**config.mk**
```make
export PLATFORM = sky130hd
export DESIGN_NAME = cmd_mailbox
export DESIGN_NICKNAME = d
export VERILOG_FILES = /design/src/rtl/cmbx_pkg.sv /design/src/rtl/cmbx_collect.sv /design/src/rtl/cmbx_handle.sv /design/src/rtl/cmd_mailbox.sv
export SDC_FILE = /design/constraint.sdc
export NUM_CORES = 2
export LEC_CHECK = 0
export CORE_AREA = 2 2 458 460
export DETAILED_ROUTE_END_ITERATION = 16
export DIE_AREA = 0 0 460 462
export GPL_TIMING_DRIVEN = 0
export PLACE_DENSITY = 0.69
export SLEW_MARGIN = 10
export SYNTH_ARGS = -nofsm -noshare
export SYNTH_HDL_FRONTEND = slang
export SYNTH_SLANG_ARGS = --single-unit
```
**constraint.sdc**
```tcl
create_clock -name clk -period 7.42 [get_ports clk]
set_input_delay 2.226 -clock clk [delete_from_list [all_inputs] [get_ports clk]]
set_output_delay 2.226 -clock clk [all_outputs]
set_load 0.02 [all_outputs]
```
**src/rtl/cmbx_pkg.sv**
```systemverilog
`timescale 1ns/1ps
package cmbx_pkg;
  localparam int OP_W = 4;

  typedef enum logic [OP_W-1:0] {
    OP_NONE          = 4'd0,
    OP_ADAPTER_RESET = 4'd1,
    OP_ISSUE         = 4'd2,
    OP_RINGS         = 4'd3,
    OP_BUS_RESET     = 4'd4,
    OP_DEV_RESET     = 4'd5,
    OP_ABORT         = 4'd6,
    OP_CONFIG        = 4'd7,
    OP_UNPLUG        = 4'd8,
    OP_MSG_RING      = 4'd9,
    OP_END           = 4'd10
  } op_e;

  localparam logic [31:0] ST_OK   = 32'h0000_0000;
  localparam logic [31:0] ST_FAIL = 32'hFFFF_FFFF;
  localparam logic [31:0] ST_NEED = 32'hFFFF_FFFE;

  // true when a raw command value names a real opcode
  function automatic logic op_legal(input logic [31:0] v);
    return (v > 32'd0) && (v < 32'(OP_END));
  endfunction

  // payload size in bytes for each opcode
  function automatic int unsigned op_bytes(input op_e op, input int unsigned ring_w,
                                           input int unsigned msg_w);
    case (op)
      OP_DEV_RESET: return 12;
      OP_ABORT:     return 16;
      OP_CONFIG:    return 24;
      OP_RINGS:     return ring_w * 4;
      OP_MSG_RING:  return msg_w * 4;
      default:      return 0;
    endcase
  endfunction

  function automatic logic pages_ok(input logic [31:0] n, input int unsigned mx);
    return (n != 32'd0) && (n <= 32'(mx));
  endfunction

  function automatic int unsigned max3(input int unsigned a, input int unsigned b,
                                       input int unsigned c);
    int unsigned m;
    m = (a > b) ? a : b;
    return (m > c) ? m : c;
  endfunction
endpackage

```
**src/rtl/cmbx_collect.sv**
```systemverilog
`timescale 1ns/1ps
module cmbx_collect
  import cmbx_pkg::*;
#(
  parameter int DEPTH  = 34,
  parameter int CNT_W  = 6,
  parameter int RING_W = 34,
  parameter int MSG_W  = 33
) (
  input  logic                clk,
  input  logic                rst_n,
  input  logic                cmd_wr,
  input  logic                data_wr,
  input  logic [31:0]         wdata,
  output logic                fire,
  output op_e                 fire_op,
  output logic [DEPTH*32-1:0] view
);
  localparam logic [CNT_W-1:0] DEPTH_C = CNT_W'(DEPTH);

  op_e              cur_op, nxt_op;
  logic [CNT_W-1:0] cnt, nxt_cnt;
  logic             store;
  logic [31:0]      mem [DEPTH];

  always_comb begin
    nxt_op  = cur_op;
    nxt_cnt = cnt;
    store   = 1'b0;
    if (cmd_wr) begin
      nxt_op  = op_legal(wdata) ? op_e'(wdata[OP_W-1:0]) : OP_NONE;
      nxt_cnt = '0;
    end else if (data_wr && (cnt < DEPTH_C)) begin
      store   = 1'b1;
      nxt_cnt = cnt + 1'b1;
    end
    fire    = (cmd_wr || store) &&
              ((32'(nxt_cnt) * 4) >= op_bytes(nxt_op, RING_W, MSG_W));
    fire_op = nxt_op;
  end

  // payload view including the word being written this cycle
  for (genvar g = 0; g < DEPTH; g++) begin : g_view
    assign view[g*32 +: 32] = (store && (cnt == CNT_W'(g))) ? wdata : mem[g];
  end

  always_ff @(posedge clk) begin
    if (!rst_n) begin
      cur_op <= OP_NONE;
      cnt    <= '0;
    end else if (fire) begin
      cur_op <= OP_NONE;
      cnt    <= '0;
    end else begin
      cur_op <= nxt_op;
      cnt    <= nxt_cnt;
    end
  end

  always_ff @(posedge clk) begin
    for (int i = 0; i < DEPTH; i++) begin
      if (!rst_n)                             mem[i] <= '0;
      else if (store && (cnt == CNT_W'(i)))   mem[i] <= wdata;
    end
  end

  // counter never passes the buffer depth
  a_r4_count_bound: assert property (@(posedge clk) disable iff (!rst_n)
    cnt <= DEPTH_C);
  // an execution returns to the reserved opcode with an empty counter
  a_r4_fire_clears: assert property (@(posedge clk) disable iff (!rst_n)
    fire |=> (cur_op == OP_NONE) && (cnt == '0));
  // a stored word that does not complete a command advances the counter by one
  a_r3_data_counts: assert property (@(posedge clk) disable iff (!rst_n)
    (data_wr && !cmd_wr && !fire && (cnt < DEPTH_C)) |=> (cnt == $past(cnt) + 1'b1));
endmodule

```
**src/rtl/cmbx_handle.sv**
```systemverilog
`timescale 1ns/1ps
module cmbx_handle
  import cmbx_pkg::*;
#(
  parameter int RING_MAX = 8,
  parameter int MSG_MAX  = 16
) (
  input  op_e         op,
  input  logic [63:0] head,
  input  logic        msg_en,
  input  logic        rings_ok,
  output logic [31:0] status,
  output logic        set_rings,
  output logic        set_msg,
  output logic        clear_all
);
  logic [31:0] w0, w1;
  assign w0 = head[31:0];
  assign w1 = head[63:32];

  always_comb begin
    status    = ST_FAIL;
    set_rings = 1'b0;
    set_msg   = 1'b0;
    clear_all = 1'b0;
    case (op)
      OP_ADAPTER_RESET: begin
        status    = ST_OK;
        clear_all = 1'b1;
      end
      OP_BUS_RESET, OP_DEV_RESET, OP_ABORT: status = ST_OK;
      OP_RINGS: begin
        if (pages_ok(w0, RING_MAX) && pages_ok(w1, RING_MAX)) begin
          status    = ST_OK;
          set_rings = 1'b1;
        end
      end
      OP_MSG_RING: begin
        if (!msg_en)                   status = ST_FAIL;
        else if (!rings_ok)            status = ST_OK;
        else if (pages_ok(w0, MSG_MAX)) begin
          status  = ST_OK;
          set_msg = 1'b1;
        end
      end
      default: status = ST_FAIL;
    endcase
  end
endmodule

```
**src/rtl/cmd_mailbox.sv**
```systemverilog
`timescale 1ns/1ps
module cmd_mailbox
  import cmbx_pkg::*;
#(
  parameter int ADDR_W         = 4,
  parameter int CMD_OFS        = 0,
  parameter int DATA_OFS       = 4,
  parameter int RING_MAX_PAGES = 8,
  parameter int MSG_MAX_PAGES  = 16,
  localparam int RING_WORDS    = 2 + 4 * RING_MAX_PAGES,
  localparam int MSG_WORDS     = 1 + 2 * MSG_MAX_PAGES,
  localparam int DEPTH         = max3(RING_WORDS, MSG_WORDS, 6)
) (
  input  logic                clk,
  input  logic                rst_n,
  input  logic                wr_en,
  input  logic [ADDR_W-1:0]   wr_addr,
  input  logic [31:0]         wr_data,
  input  logic                msg_feature_en,
  output logic [31:0]         cmd_status,
  output logic                rings_valid,
  output logic                msg_ring_valid,
  output logic                intr_clear,
  output logic                disp_valid,
  output logic [OP_W-1:0]     disp_op,
  output logic [DEPTH*32-1:0] disp_words
);
  localparam int CNT_W = $clog2(DEPTH + 1);

  logic                cmd_wr, data_wr, fire;
  op_e                 fire_op;
  logic [DEPTH*32-1:0] view;
  logic [31:0]         h_status;
  logic                h_set_rings, h_set_msg, h_clear_all;

  assign cmd_wr  = wr_en && (wr_addr == ADDR_W'(CMD_OFS));
  assign data_wr = wr_en && (wr_addr == ADDR_W'(DATA_OFS));

  cmbx_collect #(.DEPTH(DEPTH), .CNT_W(CNT_W), .RING_W(RING_WORDS), .MSG_W(MSG_WORDS)) u_collect (
    .clk(clk), .rst_n(rst_n), .cmd_wr(cmd_wr), .data_wr(data_wr), .wdata(wr_data),
    .fire(fire), .fire_op(fire_op), .view(view)
  );

  cmbx_handle #(.RING_MAX(RING_MAX_PAGES), .MSG_MAX(MSG_MAX_PAGES)) u_handle (
    .op(fire_op), .head(view[63:0]), .msg_en(msg_feature_en), .rings_ok(rings_valid),
    .status(h_status), .set_rings(h_set_rings), .set_msg(h_set_msg), .clear_all(h_clear_all)
  );

  always_ff @(posedge clk) begin
    if (!rst_n) begin
      cmd_status     <= ST_OK;
      rings_valid    <= 1'b0;
      msg_ring_valid <= 1'b0;
      intr_clear     <= 1'b0;
      disp_valid     <= 1'b0;
      disp_op        <= '0;
      disp_words     <= '0;
    end else begin
      intr_clear <= fire && h_clear_all;
      disp_valid <= fire;
      if (fire) begin
        cmd_status <= h_status;
        disp_op    <= fire_op;
        disp_words <= view;
        if (h_clear_all) begin
          rings_valid    <= 1'b0;
          msg_ring_valid <= 1'b0;
        end else begin
          if (h_set_rings) rings_valid    <= 1'b1;
          if (h_set_msg)   msg_ring_valid <= 1'b1;
        end
      end else if (cmd_wr) begin
        cmd_status <= ST_NEED;
      end
    end
  end

  // a command that still waits for payload reports not-enough-data
  a_r2_need_status: assert property (@(posedge clk) disable iff (!rst_n)
    (cmd_wr && !fire) |=> (cmd_status == ST_NEED));
  // the interrupt-clear pulse coincides with a clean adapter state
  a_r9_adapter_clears: assert property (@(posedge clk) disable iff (!rst_n)
    intr_clear |-> (!rings_valid && !msg_ring_valid && (cmd_status == ST_OK)));
  // the message ring is only ever valid on top of valid data rings
  a_r8_msg_needs_rings: assert property (@(posedge clk) disable iff (!rst_n)
    msg_ring_valid |-> rings_valid);
  // a dispatch always carries a final status, never not-enough-data
  a_r10_disp_final: assert property (@(posedge clk) disable iff (!rst_n)
    disp_valid |-> (cmd_status != ST_NEED));
  // rings become valid only through a ring setup dispatch
  a_r7_rings_source: assert property (@(posedge clk) disable iff (!rst_n)
    $rose(rings_valid) |-> (disp_valid && (disp_op == OP_RINGS)));
endmodule

```
==> impl_metrics.yaml <==
status:
  outcome: "finished, final reports clean"
synthesis:
  yosysTopAreaCell: "dfxtp_1"
  synth_edf_count: 96
  synth.distinct_cells: 52
  synth_cells: 7797
  synth.avg_cell_area_sq_um: 10.0
  synth.net_count: 7845
  dominantRegCellSynth: "dfxtp_1"
  synthArstFlopShare_pct: 0
  ys_seq_elements: 2196
  netlist.area_leader.share_pct: 53.8
  yosysWarnings: 0
  synth_area_leaders: "dfxtp_1 (54%), a22o_1 (6.8%), nand2_1 (5.4%), mux2i_1 (4.9%), o211a_1 (3.7%)"
  syn_area_sq_um: 78100
  ys_seq_area_share_pct: 57.5
cells_and_area:
  fin_area_sq_um: 101000
  drive_gt1_share_pct: 7.16
  final_util_pct: 48.8
  layout_common_cells: "dfxtp_1 (2099), clkdlybuf4s50_1 (1166), nand2_1 (1117)"
  syn2layout_area_growth_pct: 30.0
  num-nets-final: 9260
  final_common_cell: "dfxtp_1"
clocking:
  cts.path.max_buffers: 3
  cts_hold_buf: 0
  tritoncts: "yes"
  cts_buffers: 220
  clkSlewWorstSetupHoldPaths_ns: 0.07
  cts_sinks: 2196
  cts.htree.levels: 4
  clockRootBuffer: "clkbuf_16"
  clock_latency_ns: 0.91
route:
  drtIter0Drc: 6903
  num_vias: 67700
  drc: 0
  drt-total-wl_um: 372000
  drt-vias-per-instance: 5.58
  avgRoutedWirePerCell_um: 30.7
  firstDrtPassIters: 6
  drtAntennaViolNets: 0
power_and_ir_drop:
  ir_worst_vdd_v: 0.000273
  totalPowerFinal_mw: 25.2
  power_leakage_nw: 41.5
  power.density_nw_per_um2: 248
timing:
  finClkSkew_ns: 0.0702
  worst_pin_slew_ns: 1.45
  fmax_mhz: 139
  fin_worst_hold_slack_ns: 0.453
  hold_violations: 0
  rsz0062_at_grt: "false"
  min_period_over_period_pct: 97.2
  final-max-slew-violation-count: 0
  setup_viol: 0
  max_slew_margin_pct: 3.29
  tns_ns: 0
  period_needed_ns: 7.21
floorplan:
  die_h_um: 462
  die_x_um: 460
  row_count: 168
  initial_core_util_pct: 37.5
  num_io_pins: 1168
  die-area_sq_um: 213000
  core_area_sq_um: 208000
global_routing:
  grt_pass1_vias: 64500
  grt.total_usage_pct: 33.6
  overflow: 0
  grt_pass1_wl_um: 501000
  antenna_found_initial: 37
  grt_max_degree: 33
critical_path:
  cp.arrival_ns: 8.01
  worstPathRequired_ns: 8.22
  startpoint_type: "input pin"
  critPathMaxFanout: 10
  cp-end-kind: "flop"
  worst-setup-path-type: "in -> reg"
worst_hold_path:
  min_path_type: "reg -> reg"
placed_design:
  dpl.hpwl_um: 277000
  port_buffers: 1166
  placed_area_sq_um: 93800
  place.gp.congestion: 0.945
job:
  maxCapViolations: 0
-- flip-flops by register name, summed over array words and instances, names as in the netlist --
register,count
msg_ring_valid,1
disp_valid,1
rings_valid,1
intr_clear,1
disp_op,4
u_collect.cur_op,4
u_collect.mem,1088
cmd_status,2
disp_words,1088
u_collect.cnt,6
-- synthesized netlist by cell type, drive strengths merged (3+ instances only) --
| master | count |
|---|---|
| a211oi | 37 |
| a21o | 3 |
| a21oi | 573 |
| a22o | 609 |
| a311oi | 65 |
| a31oi | 6 |
| and2 | 219 |
| and3 | 67 |
| buf | 211 |
| clkbuf | 593 |
| dfxtp | 2100 |
| edfxtp | 96 |
| ha | 8 |
| inv | 8 |
| mux2i | 386 |
| nand2 | 1120 |
| nand2b | 293 |
| nand3 | 15 |
| nand4 | 5 |
| nor2 | 492 |
| nor3 | 211 |
| nor4 | 27 |
| o211a | 289 |
| o21a | 188 |
| o21ai | 6 |
| o31a | 3 |
| o41ai | 4 |
| or3 | 138 |
| or4 | 3 |
| xnor2 | 5 |
-- routing by layer --
layer	vias up	GRT usage, %	wire, um
met4	10	23.1	28400
met1	33300	40.5	143000
met2	3661	52.4	164000
li1	29800	-	-
met5	-	0	60
met3	836	8.94	36000
-- cell type report --
cell class	instances	area, sq um
inverter	8	30.0
antenna	19	47.5
clock buffer	333	6690
tap	2720	3400
fill	19100	107000
clock inverter	71	901
multi-input combinational	4789	29600
buffer	804	3660
timing repair buffer	1193	12200
sequential	2196	44900
-- metrics by stage --
step / setup WS [ns] / std cells
floorplan: 1.49 / 7797
global placement: -1.41 / 11700
detailed placement: -0.964 / 11700
CTS: 0.130 / 12100
global route: 0.0761 / 12100
finish: 0.208 / 12100
-- worst paths after layout --
check                                      start                to  slack (ns)  cells after the start
worst max-delay path                  wr_data[5]        disp_op[0]        0.21                     18
worst min-delay path             disp_words[783]   disp_words[783]        0.45                      2
worst min register to register   disp_words[783]   disp_words[783]        0.45                      2
worst max register to register  u_collect.cnt[1]  disp_words[1006]        2.80                     13
-- critical path: stages --
cell,delay (ns)
clkdlybuf4s50_1,0.54
nor4_1,0.29
nand4_1,0.54
nor4_1,0.64
a31oi_2,0.38
xnor2_1,0.23
and3_1,0.21
ha_1,0.26
nand2b_1,0.14
a21o_1,0.17
a211oi_1,0.36
a311o_2,0.29
buf_4,0.31
buf_6,0.31
buf_4,0.28
buf_2,0.47
nor2_1,0.16
nor3_1,0.16
-- cell families (layout without fill, tap and decap cells) --
| kind of cell | count (synthesis) | after routing | share of synthesized area [%] |
|---|---|---|---|
| simple gates | 2598 | 2598 | 15.3 |
| compound gates | 1790 | 1790 | 17.4 |
| mux | 386 | 386 | 4.95 |
| buf+inv | 812 | 2409 | 4.58 |
| other cells | 0 | 19 | 0 |
| xor+xnor | 7 | 7 | 0.0785 |
| flops | 2196 | 2196 | 57.5 |
| fa+ha+maj | 8 | 8 | 0.128 |
-- power by group --
group | total (mW) | switching, mW | internal, mW
sequential | 12.1 | 0.0826 | 12.0
clock | 11.6 | 5.01 | 6.62
combinational | 1.52 | 1.12 | 0.401
total | 25.2 | 6.22 | 19.0
-- timing repair --
item,CTS,global route
gates resized for setup,2,2
cloned,0,0
buffers inserted,0,0
setup endpoints to repair,33,3
Note: power is estimated with default switching activity, not from simulation.
